===== config.mk =====
export PLATFORM = sky130hd
export DESIGN_NAME = smram_route_top
export DESIGN_NICKNAME = d
export VERILOG_FILES = /design/src/rtl/smram_pkg.sv /design/src/rtl/smram_cfg_regs.sv /design/src/rtl/smram_window_match.sv /design/src/rtl/smram_route_logic.sv /design/src/rtl/smram_route_top.sv
export SDC_FILE = /design/constraint.sdc
export NUM_CORES = 1
export LEC_CHECK = 0
export CORE_UTILIZATION = 43
export DETAILED_ROUTE_END_ITERATION = 16
export PLACE_DENSITY_LB_ADDON = 0.25
export REMOVE_ABC_BUFFERS = 1
export SLEW_MARGIN = 5
export SYNTH_ARGS = -nofsm -noshare
export SYNTH_HDL_FRONTEND = slang
export SYNTH_SLANG_ARGS = --single-unit

===== constraint.sdc =====
create_clock -name clk -period 4.7 [get_ports clk]
set_input_delay 0.94 -clock clk [delete_from_list [all_inputs] [get_ports clk]]
set_output_delay 0.94 -clock clk [all_outputs]
set_load 0.05 [all_outputs]

===== src/rtl/smram_pkg.sv =====
package smram_pkg;
  typedef enum logic [1:0] {
    RT_NORMAL  = 2'd0,
    RT_HIDDEN  = 2'd1,
    RT_BLOCKED = 2'd2
  } route_e;

  localparam int unsigned CB_OPEN  = 0;
  localparam int unsigned CB_CLOSE = 1;
  localparam int unsigned CB_LOCK  = 2;
  localparam int unsigned CB_LEGEN = 3;
  localparam int unsigned CB_TOPEN = 4;

  localparam logic [1:0] SEL_CTRL = 2'd0;
  localparam logic [1:0] SEL_BASE = 2'd1;
  localparam logic [1:0] SEL_SIZE = 2'd2;
endpackage


===== src/rtl/smram_cfg_regs.sv =====
module smram_cfg_regs
  import smram_pkg::*;
#(
  parameter int unsigned ADDR_W = 32
) (
  input  logic              clk,
  input  logic              rst,
  input  logic              we,
  input  logic [1:0]        sel,
  input  logic [ADDR_W-1:0] wdata,
  output logic              open_q,
  output logic              close_q,
  output logic              lock_q,
  output logic              leg_en_q,
  output logic              top_en_q,
  output logic [ADDR_W-1:0] base_q,
  output logic [ADDR_W-1:0] size_q,
  output logic              err_q
);
  logic illegal;
  assign illegal = wdata[CB_OPEN] & wdata[CB_CLOSE];

  always_ff @(posedge clk) begin
    if (rst) begin
      open_q   <= 1'b0;
      close_q  <= 1'b0;
      lock_q   <= 1'b0;
      leg_en_q <= 1'b0;
      top_en_q <= 1'b0;
      base_q   <= '0;
      size_q   <= '0;
      err_q    <= 1'b0;
    end else if (we) begin
      case (sel)
        SEL_CTRL: begin
          if (illegal) begin
            err_q <= 1'b1;
          end else begin
            close_q <= wdata[CB_CLOSE];
            if (!lock_q) begin
              leg_en_q <= wdata[CB_LEGEN];
              top_en_q <= wdata[CB_TOPEN];
              lock_q   <= wdata[CB_LOCK];
              open_q   <= wdata[CB_LOCK] ? 1'b0 : wdata[CB_OPEN];
            end
          end
        end
        SEL_BASE: if (!lock_q) base_q <= wdata;
        SEL_SIZE: if (!lock_q) size_q <= wdata;
        default: ;
      endcase
    end
  end
endmodule


===== src/rtl/smram_window_match.sv =====
module smram_window_match #(
  parameter int unsigned    ADDR_W = 32,
  parameter logic [ADDR_W-1:0] LEG_LO = ADDR_W'('hA0000),
  parameter logic [ADDR_W-1:0] LEG_HI = ADDR_W'('hBFFFF)
) (
  input  logic [ADDR_W-1:0] addr,
  input  logic              leg_en,
  input  logic              top_en,
  input  logic [ADDR_W-1:0] base,
  input  logic [ADDR_W-1:0] size,
  output logic              hit_leg,
  output logic              hit_top
);
  localparam int unsigned EW = ADDR_W + 1;
  logic [EW-1:0] addr_x, base_x, end_x;

  always_comb begin
    addr_x  = {1'b0, addr};
    base_x  = {1'b0, base};
    end_x   = base_x + {1'b0, size};
    hit_leg = leg_en && (addr >= LEG_LO) && (addr <= LEG_HI);
    hit_top = top_en && (addr_x >= base_x) && (addr_x < end_x);
  end
endmodule


===== src/rtl/smram_route_logic.sv =====
module smram_route_logic
  import smram_pkg::*;
(
  input  logic       clk,
  input  logic       rst,
  input  logic       valid,
  input  logic       write,
  input  logic       smm,
  input  logic       hit_leg,
  input  logic       hit_top,
  input  logic       open_q,
  input  logic       close_q,
  output logic       out_valid,
  output logic [1:0] out_route,
  output logic       out_rd_ones,
  output logic       out_wr_drop
);
  route_e nxt;

  always_comb begin
    if (hit_leg) begin
      if (smm) nxt = close_q ? RT_NORMAL : RT_HIDDEN;
      else     nxt = open_q  ? RT_HIDDEN : RT_NORMAL;
    end else if (hit_top) begin
      if (smm || open_q) nxt = RT_HIDDEN;
      else               nxt = RT_BLOCKED;
    end else begin
      nxt = RT_NORMAL;
    end
  end

  always_ff @(posedge clk) begin
    if (rst) begin
      out_valid   <= 1'b0;
      out_route   <= RT_NORMAL;
      out_rd_ones <= 1'b0;
      out_wr_drop <= 1'b0;
    end else begin
      out_valid   <= valid;
      out_route   <= nxt;
      out_rd_ones <= valid && (nxt == RT_BLOCKED) && !write;
      out_wr_drop <= valid && (nxt == RT_BLOCKED) && write;
    end
  end
endmodule


===== src/rtl/smram_route_top.sv =====
module smram_route_top #(
  parameter int unsigned ADDR_W = 32
) (
  input  logic              clk,
  input  logic              rst,
  input  logic              cfg_we,
  input  logic [1:0]        cfg_sel,
  input  logic [ADDR_W-1:0] cfg_wdata,
  input  logic              acc_valid,
  input  logic [ADDR_W-1:0] acc_addr,
  input  logic              acc_write,
  input  logic              acc_smm,
  output logic              out_valid,
  output logic [1:0]        out_route,
  output logic              out_rd_ones,
  output logic              out_wr_drop,
  output logic              cfg_err
);
  logic              open_q, close_q, lock_q, leg_en_q, top_en_q;
  logic [ADDR_W-1:0] base_q, size_q;
  logic              hit_leg, hit_top;

  smram_cfg_regs #(.ADDR_W(ADDR_W)) cfg_i (
    .clk(clk), .rst(rst), .we(cfg_we), .sel(cfg_sel), .wdata(cfg_wdata),
    .open_q(open_q), .close_q(close_q), .lock_q(lock_q),
    .leg_en_q(leg_en_q), .top_en_q(top_en_q),
    .base_q(base_q), .size_q(size_q), .err_q(cfg_err)
  );

  smram_window_match #(.ADDR_W(ADDR_W)) match_i (
    .addr(acc_addr), .leg_en(leg_en_q), .top_en(top_en_q),
    .base(base_q), .size(size_q), .hit_leg(hit_leg), .hit_top(hit_top)
  );

  smram_route_logic route_i (
    .clk(clk), .rst(rst), .valid(acc_valid), .write(acc_write), .smm(acc_smm),
    .hit_leg(hit_leg), .hit_top(hit_top), .open_q(open_q), .close_q(close_q),
    .out_valid(out_valid), .out_route(out_route),
    .out_rd_ones(out_rd_ones), .out_wr_drop(out_wr_drop)
  );
endmodule


==> results of run 1 <==
==> logic make-up (layout without fill, tap and decap cells) <==
family,after synthesis,after routing,synth area share (%)
AOI/OAI and AO/OA,202,202,22.37
xor gates and xnor gates,29,29,4.487
adders and majority gates,96,96,21.35
buffers and inverters,67,140,4.443
DFF,75,75,26.53
muxes,2,2,0.3537
and+or+nand+nor,252,252,20.47
==> worst reg2reg max path: cells and delay by family (launching register included) <==
kind	cells	cell delay, ns
adder cells (fa/ha/maj)	3	0.90
AND/OR/NAND/NOR	4	0.80
XOR/XNOR	1	0.19
flip-flops	1	0.32
AO/OA/AOI/OAI	10	2.02
==> worst paths after layout <==
check / start / to / cells past startpoint
setup / recovery: cfg_i.base_q[0] / route_i.out_wr_drop / 18
hold / removal: cfg_i.size_q[31] / cfg_i.size_q[31] / 2
setup reg to reg: cfg_i.base_q[0] / route_i.out_wr_drop / 18
hold reg to reg: cfg_i.size_q[31] / cfg_i.size_q[31] / 2
==> routing by layer <==
metal / wire [um] / GRT usage [%] / vias to the layer above
li1: - / - / 2694
met1: 7168 / 30.50 / 2444
met2: 6796 / 38.42 / 127
met3: 686 / 5.760 / 31
met4: 378 / 8.270 / 0
met5: 0 / 0 / -
==> placed cells by master, fill, tap and decap left out, types with 3 or more instances in the layout <==
master	instances
sky130_fd_sc_hd__nand3b_1	5
sky130_fd_sc_hd__nor4b_1	3
sky130_fd_sc_hd__nor2b_1	7
sky130_fd_sc_hd__a31oi_1	4
sky130_fd_sc_hd__xnor2_1	16
sky130_fd_sc_hd__buf_4	5
sky130_fd_sc_hd__nor2_1	25
sky130_fd_sc_hd__nand2b_1	7
sky130_fd_sc_hd__and3_1	4
sky130_fd_sc_hd__a21oi_1	111
sky130_fd_sc_hd__nor4_1	5
sky130_fd_sc_hd__clkdlybuf4s50_1	76
sky130_fd_sc_hd__a21o_1	22
sky130_fd_sc_hd__and4_1	3
sky130_fd_sc_hd__nand2_1	150
sky130_fd_sc_hd__bufinv_16	3
sky130_fd_sc_hd__ha_1	95
sky130_fd_sc_hd__nand4_1	11
sky130_fd_sc_hd__dfxtp_1	75
sky130_fd_sc_hd__a211oi_1	4
sky130_fd_sc_hd__o211ai_1	6
sky130_fd_sc_hd__o21bai_1	6
sky130_fd_sc_hd__nand3_1	11
sky130_fd_sc_hd__xor2_1	13
sky130_fd_sc_hd__o21ai_1	13
sky130_fd_sc_hd__clkbuf_16	9
sky130_fd_sc_hd__o21ai_0	12
sky130_fd_sc_hd__inv_1	43
sky130_fd_sc_hd__nor3_1	8
==> per-stage QoR <==
stage | total power [W] | hold slack (ns) | instance area (um^2) | utilization [%]
after detailed placement | 0.001009 | 0.4529 | 6589 | 51.79
final | 0.001824 | 0.4616 | 6942 | 54.56
after global placement | 0.0009988 | 0.4479 | 6589 | 51.79
after floorplan | 0.0008614 | 0.4340 | 5570 | -
after CTS | 0.001835 | 0.4612 | 6939 | 54.54
after global routing | 0.001908 | 0.4815 | 6942 | 54.56
==> timing repair <==
| action | CTS | global route |
|---|---|---|
| setup endpoints to repair | 0 | 3 |
| hold buffers | 0 | 0 |
| gates resized for setup | 0 | 1 |
==> report_power, final <==
group,leakage (nW),internal (W),switching [W]
clock network,0.168,0.000545,0.000281
logic,2.05,0.000154,0.000174
registers,0.609,0.000656,0.0000141
==> layout make-up <==
class | count | area share, %
inverter | 43 | 2.325
tap | 172 | 3.100
clock buffer | 11 | 3.641
sequential | 75 | 21.63
clock inverter | 4 | 1.406
multi-input combinational | 581 | 56.33
timing repair buffer | 82 | 11.57
==> results by stage, run 1 <==
Critical path:
- Walking the worst path, the cells encountered are ha_1 -> fa_2 -> a211oi_2 -> nor4_2 -> nor4_2 -> o21ai_2 -> a21o_1 -> a21o_2 -> a32oi_1 -> xor2_1 -> ha_1 -> a21o_1 -> a21oi_1 -> nand3b_1 -> a21o_1 -> a31oi_2 -> o311ai_4 -> nor4bb_1.
- The cell family contributing the most delay on the critical path is compound AO/OA/AOI/OAI gates.
- The worst-case register-to-register setup slack is 0.38 ns.
- The startpoint type of the worst setup path is a register.
- The slowest stage of the critical path is the sky130_fd_sc_hd__fa_2 cell.
- Of all nets on the critical path, the largest fanout is 4.
- The cell that appears most often on the critical path is sky130_fd_sc_hd__a21o_1.
- The number of buffer and inverter instances along the worst setup path is 0.
- STA puts the critical path data required time at 4.94 ns.
- The kind of critical path is reg2reg.
- For the worst setup path, the data arrival time is 4.56 ns.
- STA classifies the critical path endpoint as a register.
- The longest individual stage delay on the worst path is 0.39 ns.

Timing:
- The count of pins over their slew limit is 0.
- The count of final hold-check violations is 0.
- The worst path uses between 90% and 100% of the clock period.
- In this run the tightest slew margin relative to its limit is 50.85%.
- The maximum clock frequency is around 0.23 GHz.
- The total negative setup slack is 0 ns.
- Setup repair after global routing left no endpoint under its margin.
- Setup violations remaining at the end of the flow were counted as 0.
- The clock skew is approximately 0.0064 ns.
- After layout, the worst setup slack is 0.3810 ns.
- The clock period minus worst slack is 4.319 ns.
- The slew of the pin with the lowest slew margin is 0.7186 ns.

Final layout:
- The multi-input logic area is 3910 um^2.
- At the end of the flow, the number of nets in the layout was 960.
- The largest registers in the layout are cfg_i.base_q: 32 flops, cfg_i.size_q: 32 flops, route_i.out_route: 2 flops.
- For this run, the number of standard cells in the final layout without fillers is 968.
- Counting the fill cells in the layout gives 1,243.
- The repair_antennas step left the layout with diodes totalling 0.
- Compared with the post-synthesis result, the final layout area differs by 22.63%.
- Cells with a size suffix above 1 make up under 10% of the layout.
- The area occupied by registers is 1501 um^2.

Placed design:
- After legalization and detailed placement, the total HPWL measured 11,330 um.
- The count of input and output buffers is 77.
- After detailed placement, the design holds a cell count of between 900 and 1,000.
- The final weighted congestion in routability-driven placement is 0.8760.
- At the placement stage, the worst setup path has a slack of 0.2528 ns.

Logic synthesis:
- Summing every instance area after synthesis gives between 5000 and 6000 um^2.
- Counting flops with a built-in enable in the synthesized netlist gives 0.
- By area the synthesized netlist is led by sky130_fd_sc_hd__dfxtp_1 (27%), sky130_fd_sc_hd__ha_1 (21%), sky130_fd_sc_hd__nand2_1 (9.9%).
- After technology mapping, the gate count stands at around 720.
- The mean cell area of the mapped netlist is just under 8 um^2.
- Yosys mapped the design onto 56 distinct sky130hd cell types.
- The fraction of synthesis flops using an asynchronous set or reset pin is 0%.
- The sequential element share of the synthesized area is 26.53%.
- The dominant cell type by area after synthesis is sky130_fd_sc_hd__dfxtp_1.
- The Yosys step of the flow raised 0 warnings.
- After synthesis, the most frequently instantiated cells are sky130_fd_sc_hd__nand2_1 (150), sky130_fd_sc_hd__a21oi_1 (111), sky130_fd_sc_hd__ha_1 (95).
- The synthesized design contains 75 register bits.
- The top flip-flop cell by instance count after synthesis is sky130_fd_sc_hd__dfxtp_1.
- Summed over its instances, the top area cell type makes up 26.53% of the synthesized netlist area.
- Yosys instantiated no cell more often than sky130_fd_sc_hd__nand2_1.

Detailed routing:
- The count of vias placed by the detailed router is 5,296.
- For this run, design rule violations remaining after detail routing come to 0.
- The first detailed-routing pass ran for 4 iterations.
- The routed length per instance is 15.53 um.
- For this block, the routed nets add up to 15,030 um of wire.
- The post-detailed-route via-to-cell ratio is 5.471.
- The antenna violation net count after detailed routing is 0.
- For this block, the initial DRC count from the detailed router was 258.

CTS:
- For this design, the sink count on the clock tree is 75.
- The clock-pin slew on the worst setup and hold paths is 0.06 ns.
- The root cell of the clock tree is sky130_fd_sc_hd__clkbuf_16.
- The post-CTS setup buffer count is 0.
- The maximum buffer depth of the clock tree is 2.
- TritonCTS created 9 clock buffers.
- The number of H-tree branching levels is 3.
- The source-to-sink clock delay at the later pin of the worst-skew pair is 0.35 ns.
- TritonCTS built the clock tree.

Floorplan:
- The row count is a little over 40.
- The number of top-level pins is 78.
- Once the floorplan was initialized, standard cells occupied 44.49% of the core.
- The area of the die is 13,630 um^2.
- The die is 116.7 um tall.
- The region available for standard cell placement spans about 13,000 um^2.
- The die boundary width is 116.7 um.

Global route:
- The largest net degree at the start of global routing is 39.
- The initial antenna violation count was 0.
- The number of global-route vias before repair was between 5,000 and 6,000.
- The all-layer global routing usage is a little under a quarter.
- The final global-route overflow total is 0.
- The first global-routing pass estimated 24,900 um of wire.

Flow run:
- The number of violations of the max-capacitance limit is 0.

Status:
- The run finished with clean final reports.

Power and ir drop:
- The static leakage is 2.830 nW.
- The ratio of total power to cell area is 262.7 nW/um^2.
- The largest vdd supply drop is 0.2171 mV.

Worst hold path:
- The path category of the worst min-delay check is reg2reg.
Note: power is estimated with default switching activity, not from simulation.
==> run 2, diff against run 1 <==
--- a/config.mk
+++ b/config.mk
@@ -5,7 +5,7 @@
 export SDC_FILE = /design/constraint.sdc
 export NUM_CORES = 1
 export LEC_CHECK = 0
-export CORE_UTILIZATION = 43
+export CORE_UTILIZATION = 40
 export DETAILED_ROUTE_END_ITERATION = 16
 export PLACE_DENSITY_LB_ADDON = 0.25
 export REMOVE_ABC_BUFFERS = 1
==> results by stage, run 2 (synthesized netlist as in run 1, its figures left out) <==
Status:
- Result of the run: finished, violations left (was finished, final reports clean).
- The final reports fail on DRC.

Detailed routing:
- The number of design rule violations left after detail routing is 2 (was 0).
- The post-detailed-route via-to-cell ratio is 5.431 (was 5.471).
- The count of vias placed by the detailed router is 5,312 (was 5,296).
- The total detailed-routing wirelength came to 15,360 um (was 15,030 um).
- The routed length per instance is 15.70 um (was 15.53 um).
- The detailed router's first-iteration violation count was 244 (was 258).
- The first-pass detailed-route iteration total came to 11 (was 4).
- The antenna violation net count after detailed routing is 0 (unchanged).

Global route:
- The wire length of the first global-routing pass is 25,020 um (was 24,900 um).
- The all-layer global routing usage came to 21.87% (was 23.63%).
- The number of global-route vias before repair is 5,225 (was 5,244).
- The initial antenna violation count is 0 (unchanged).
- The largest net degree at the start of global routing is 44 (was 39).
- The final global-route overflow total came to 0 (unchanged).

Flow run:
- The number of violations of the max-capacitance limit was 0 (unchanged).

Timing:
- The count of pins over their slew limit is 0 (unchanged).
- The total negative setup slack came to 0 ns (unchanged).
- The count of final hold-check violations is 0 (unchanged).
- Unrepaired setup endpoints after global routing: no (unchanged).
- The fraction of the cycle the final worst path needs is 91.43% (was 91.89%).
- The headroom to the max-slew limit is 46.67% (was 50.85%).
- The maximum clock frequency is 0.2327 GHz (was 0.2315 GHz).
- The final setup violation count was 0 (unchanged).
- The clock skew is 0.004278 ns (was 0.006414 ns).
- The slew of the pin with the lowest slew margin is 0.8000 ns (was 0.7186 ns).
- The clock period minus worst slack came to 4.297 ns (was 4.319 ns).

Final layout:
- The count of non-filler cells in the finished layout is 978 (was 968).
- The fraction of layout instances using a drive strength above 1 is 4.511% (was 4.397%).
- The final net count is 961 (was 960).
- Largest registers: cfg_i.base_q: 32 flops, cfg_i.size_q: 32 flops, route_i.out_route: 2 flops (unchanged).
- The number of filler cells placed in the layout is 1,354 (was 1,243).
- The leading cell type in the layout, fill and taps excluded is sky130_fd_sc_hd__nand2_1 (unchanged).
- The number of antenna diodes is 0 (unchanged).
- The area added between synthesis and finish is 21.49% (was 22.63%).
- Leading cell types in the layout, fill and taps excluded: sky130_fd_sc_hd__nand2_1 (150), sky130_fd_sc_hd__a21oi_1 (111), sky130_fd_sc_hd__ha_1 (95), sky130_fd_sc_hd__clkdlybuf4s50_1 (76), sky130_fd_sc_hd__dfxtp_1 (75) (unchanged).
- The core utilization of the finished layout came to 49.73% (was 54.56%).

CTS:
- The maximum buffer depth of the clock tree is 2 (unchanged).
- The number of H-tree branching levels is 3 (unchanged).
- The TritonCTS clock tree is done (unchanged).
- The total clock buffers created by CTS is 9 (unchanged).
- The root cell of the clock tree is sky130_fd_sc_hd__clkbuf_16 (unchanged).
- The clock-pin slew on the worst setup and hold paths is 0.06 ns (about the same).
- The source-to-sink clock delay at the later pin of the worst-skew pair came to 0.35 ns (about the same).
- The clock sink count is 75 (unchanged).

Power and ir drop:
- The ratio of total power to cell area is 238.3 nW/um^2 (was 262.7 nW/um^2).
- The static leakage is 2.792 nW (was 2.830 nW).
- The largest vdd supply drop came to 0.1528 mV (was 0.2171 mV).

Floorplan:
- The die height is 121.0 um (was 116.7 um).
- The number of top-level pins is 78 (unchanged).
- The area of the die was 14,630 um^2 (was 13,630 um^2).
- The starting density of the core came to 40.94% (was 44.49%).
- The die boundary width is 121.0 um (was 116.7 um).
- The row count is 43 (was 41).
- The standard cell core area was 13,830 um^2 (was 12,720 um^2).

Critical path:
- The worst endpoint data arrival time is 4.55 ns (was 4.56 ns).
- The kind of end point of the critical path was a register (unchanged).
- The cell with the largest stage delay on the worst path is sky130_fd_sc_hd__fa_1 (was sky130_fd_sc_hd__fa_2).
- The maximum fanout along the worst path is 4 (unchanged).
- The worst endpoint required time came to 4.96 ns (was 4.94 ns).
- CP cell instances: ha_1 -> fa_1 -> a211oi_2 -> nor4_2 -> nor4_2 -> buf_4 -> o21ai_2 -> a21o_1 -> a21o_2 -> a31oi_1 -> xor2_1 -> ha_1 -> a21oi_1 -> nor2b_1 -> o21ai_0 -> nand3b_1 -> a21o_1 -> a31oi_2 -> o311ai_4 -> nor4bb_1 (was ha_1 -> fa_2 -> a211oi_2 -> nor4_2 -> nor4_2 -> o21ai_2 -> a21o_1 -> a21o_2 -> a32oi_1 -> xor2_1 -> ha_1 -> a21o_1 -> a21oi_1 -> nand3b_1 -> a21o_1 -> a31oi_2 -> o311ai_4 -> nor4bb_1).
- The longest individual stage delay on the worst path is 0.44 ns (was 0.39 ns).
- The startpoint type of the worst setup path is a register (unchanged).
- The kind of critical path is reg2reg (unchanged).

Worst hold path:
- The path category of the worst min-delay check is reg2reg (unchanged).

Placed design:
- The count of placed standard cells including taps is 961 (was 953).
- The final weighted congestion in routability-driven placement is 0.9574 (was 0.8760).
- The count of input and output buffers came to 77 (unchanged).
- The post-detailed-placement half-perimeter wirelength is 11,740 um (was 11,330 um).
run 2: cell types whose count changed in the layout (fill, tap and decap cells not counted):
cell and delta:
sky130_fd_sc_hd__buf_4 +1, sky130_fd_sc_hd__bufinv_16 -3, sky130_fd_sc_hd__clkbuf_8 -2, sky130_fd_sc_hd__clkinv_2 +3
sky130_fd_sc_hd__clkinvlp_4 +3, sky130_fd_sc_hd__fa_1 +1, sky130_fd_sc_hd__fa_2 -1
run 2: per-stage QoR:
step	power, W	hold WS (ns)	area [um^2]	setup WS [ns]
after global routing	0.001720	0.4787	6877	0.0003233
final	0.001639	0.4569	6877	0.4028
after detailed placement	0.001011	0.4534	6599	0.2981
after CTS	0.001651	0.4619	6869	0.2339
after global placement	0.001002	0.4474	6599	0.4445
after floorplan	0.0008614	0.4340	5570	0.7774
run 2: area by class of cell:
| type | count | area (um^2) | area share (%) |
|---|---|---|---|
| clock inverters | 7 | 45.04 | 0.6550 |
| clock buffers | 9 | 225.2 | 3.275 |
| multi-input cells | 581 | 3908 | 56.82 |
| repair buffers | 83 | 810.8 | 11.79 |
| well taps | 180 | 225.2 | 3.275 |
| inverters | 43 | 161.4 | 2.347 |
| flip-flops and latches | 75 | 1501 | 21.83 |
run 2: worst max-delay path: cells and delay by family, from the launching register on:
family	cells	cell delay, ns
xor+xnor	1	0.17
fa+ha+maj	3	0.93
flops	1	0.32
simple gates	5	0.70
compound gates	10	1.90
buf+inv	1	0.16
run 2: path summary, 6_finish.rpt:
check	from	endpoint	slack, ns	cells after the start
max	cfg_i.base_q[0]	route_i.out_wr_drop	0.40	20
min	cfg_i.size_q[0]	cfg_i.size_q[0]	0.46	2
max reg2reg	cfg_i.base_q[0]	route_i.out_wr_drop	0.40	20
min reg2reg	cfg_i.size_q[0]	cfg_i.size_q[0]	0.46	2
run 2: report_power, final:
part	internal [W]	total, W	switching (W)
registers	0.000656	0.000670	0.0000142
logic	0.000154	0.000329	0.000175
clock network	0.000354	0.000640	0.000286
run 2: repair_timing:
item	in CTS	in global routing
endpoints found under the setup margin	0	3
hold buffers	0	0
resized for setup	0	0
buffers inserted	0	1
run 2: layer usage:
layer	global-route usage (%)	vias to the layer above	share of wire [%]
met5	0	-	0
met1	28.42	2478	48
met4	9.105	0	1.6
li1	-	2692	-
met3	3.806	20	4.0
met2	35.57	122	46
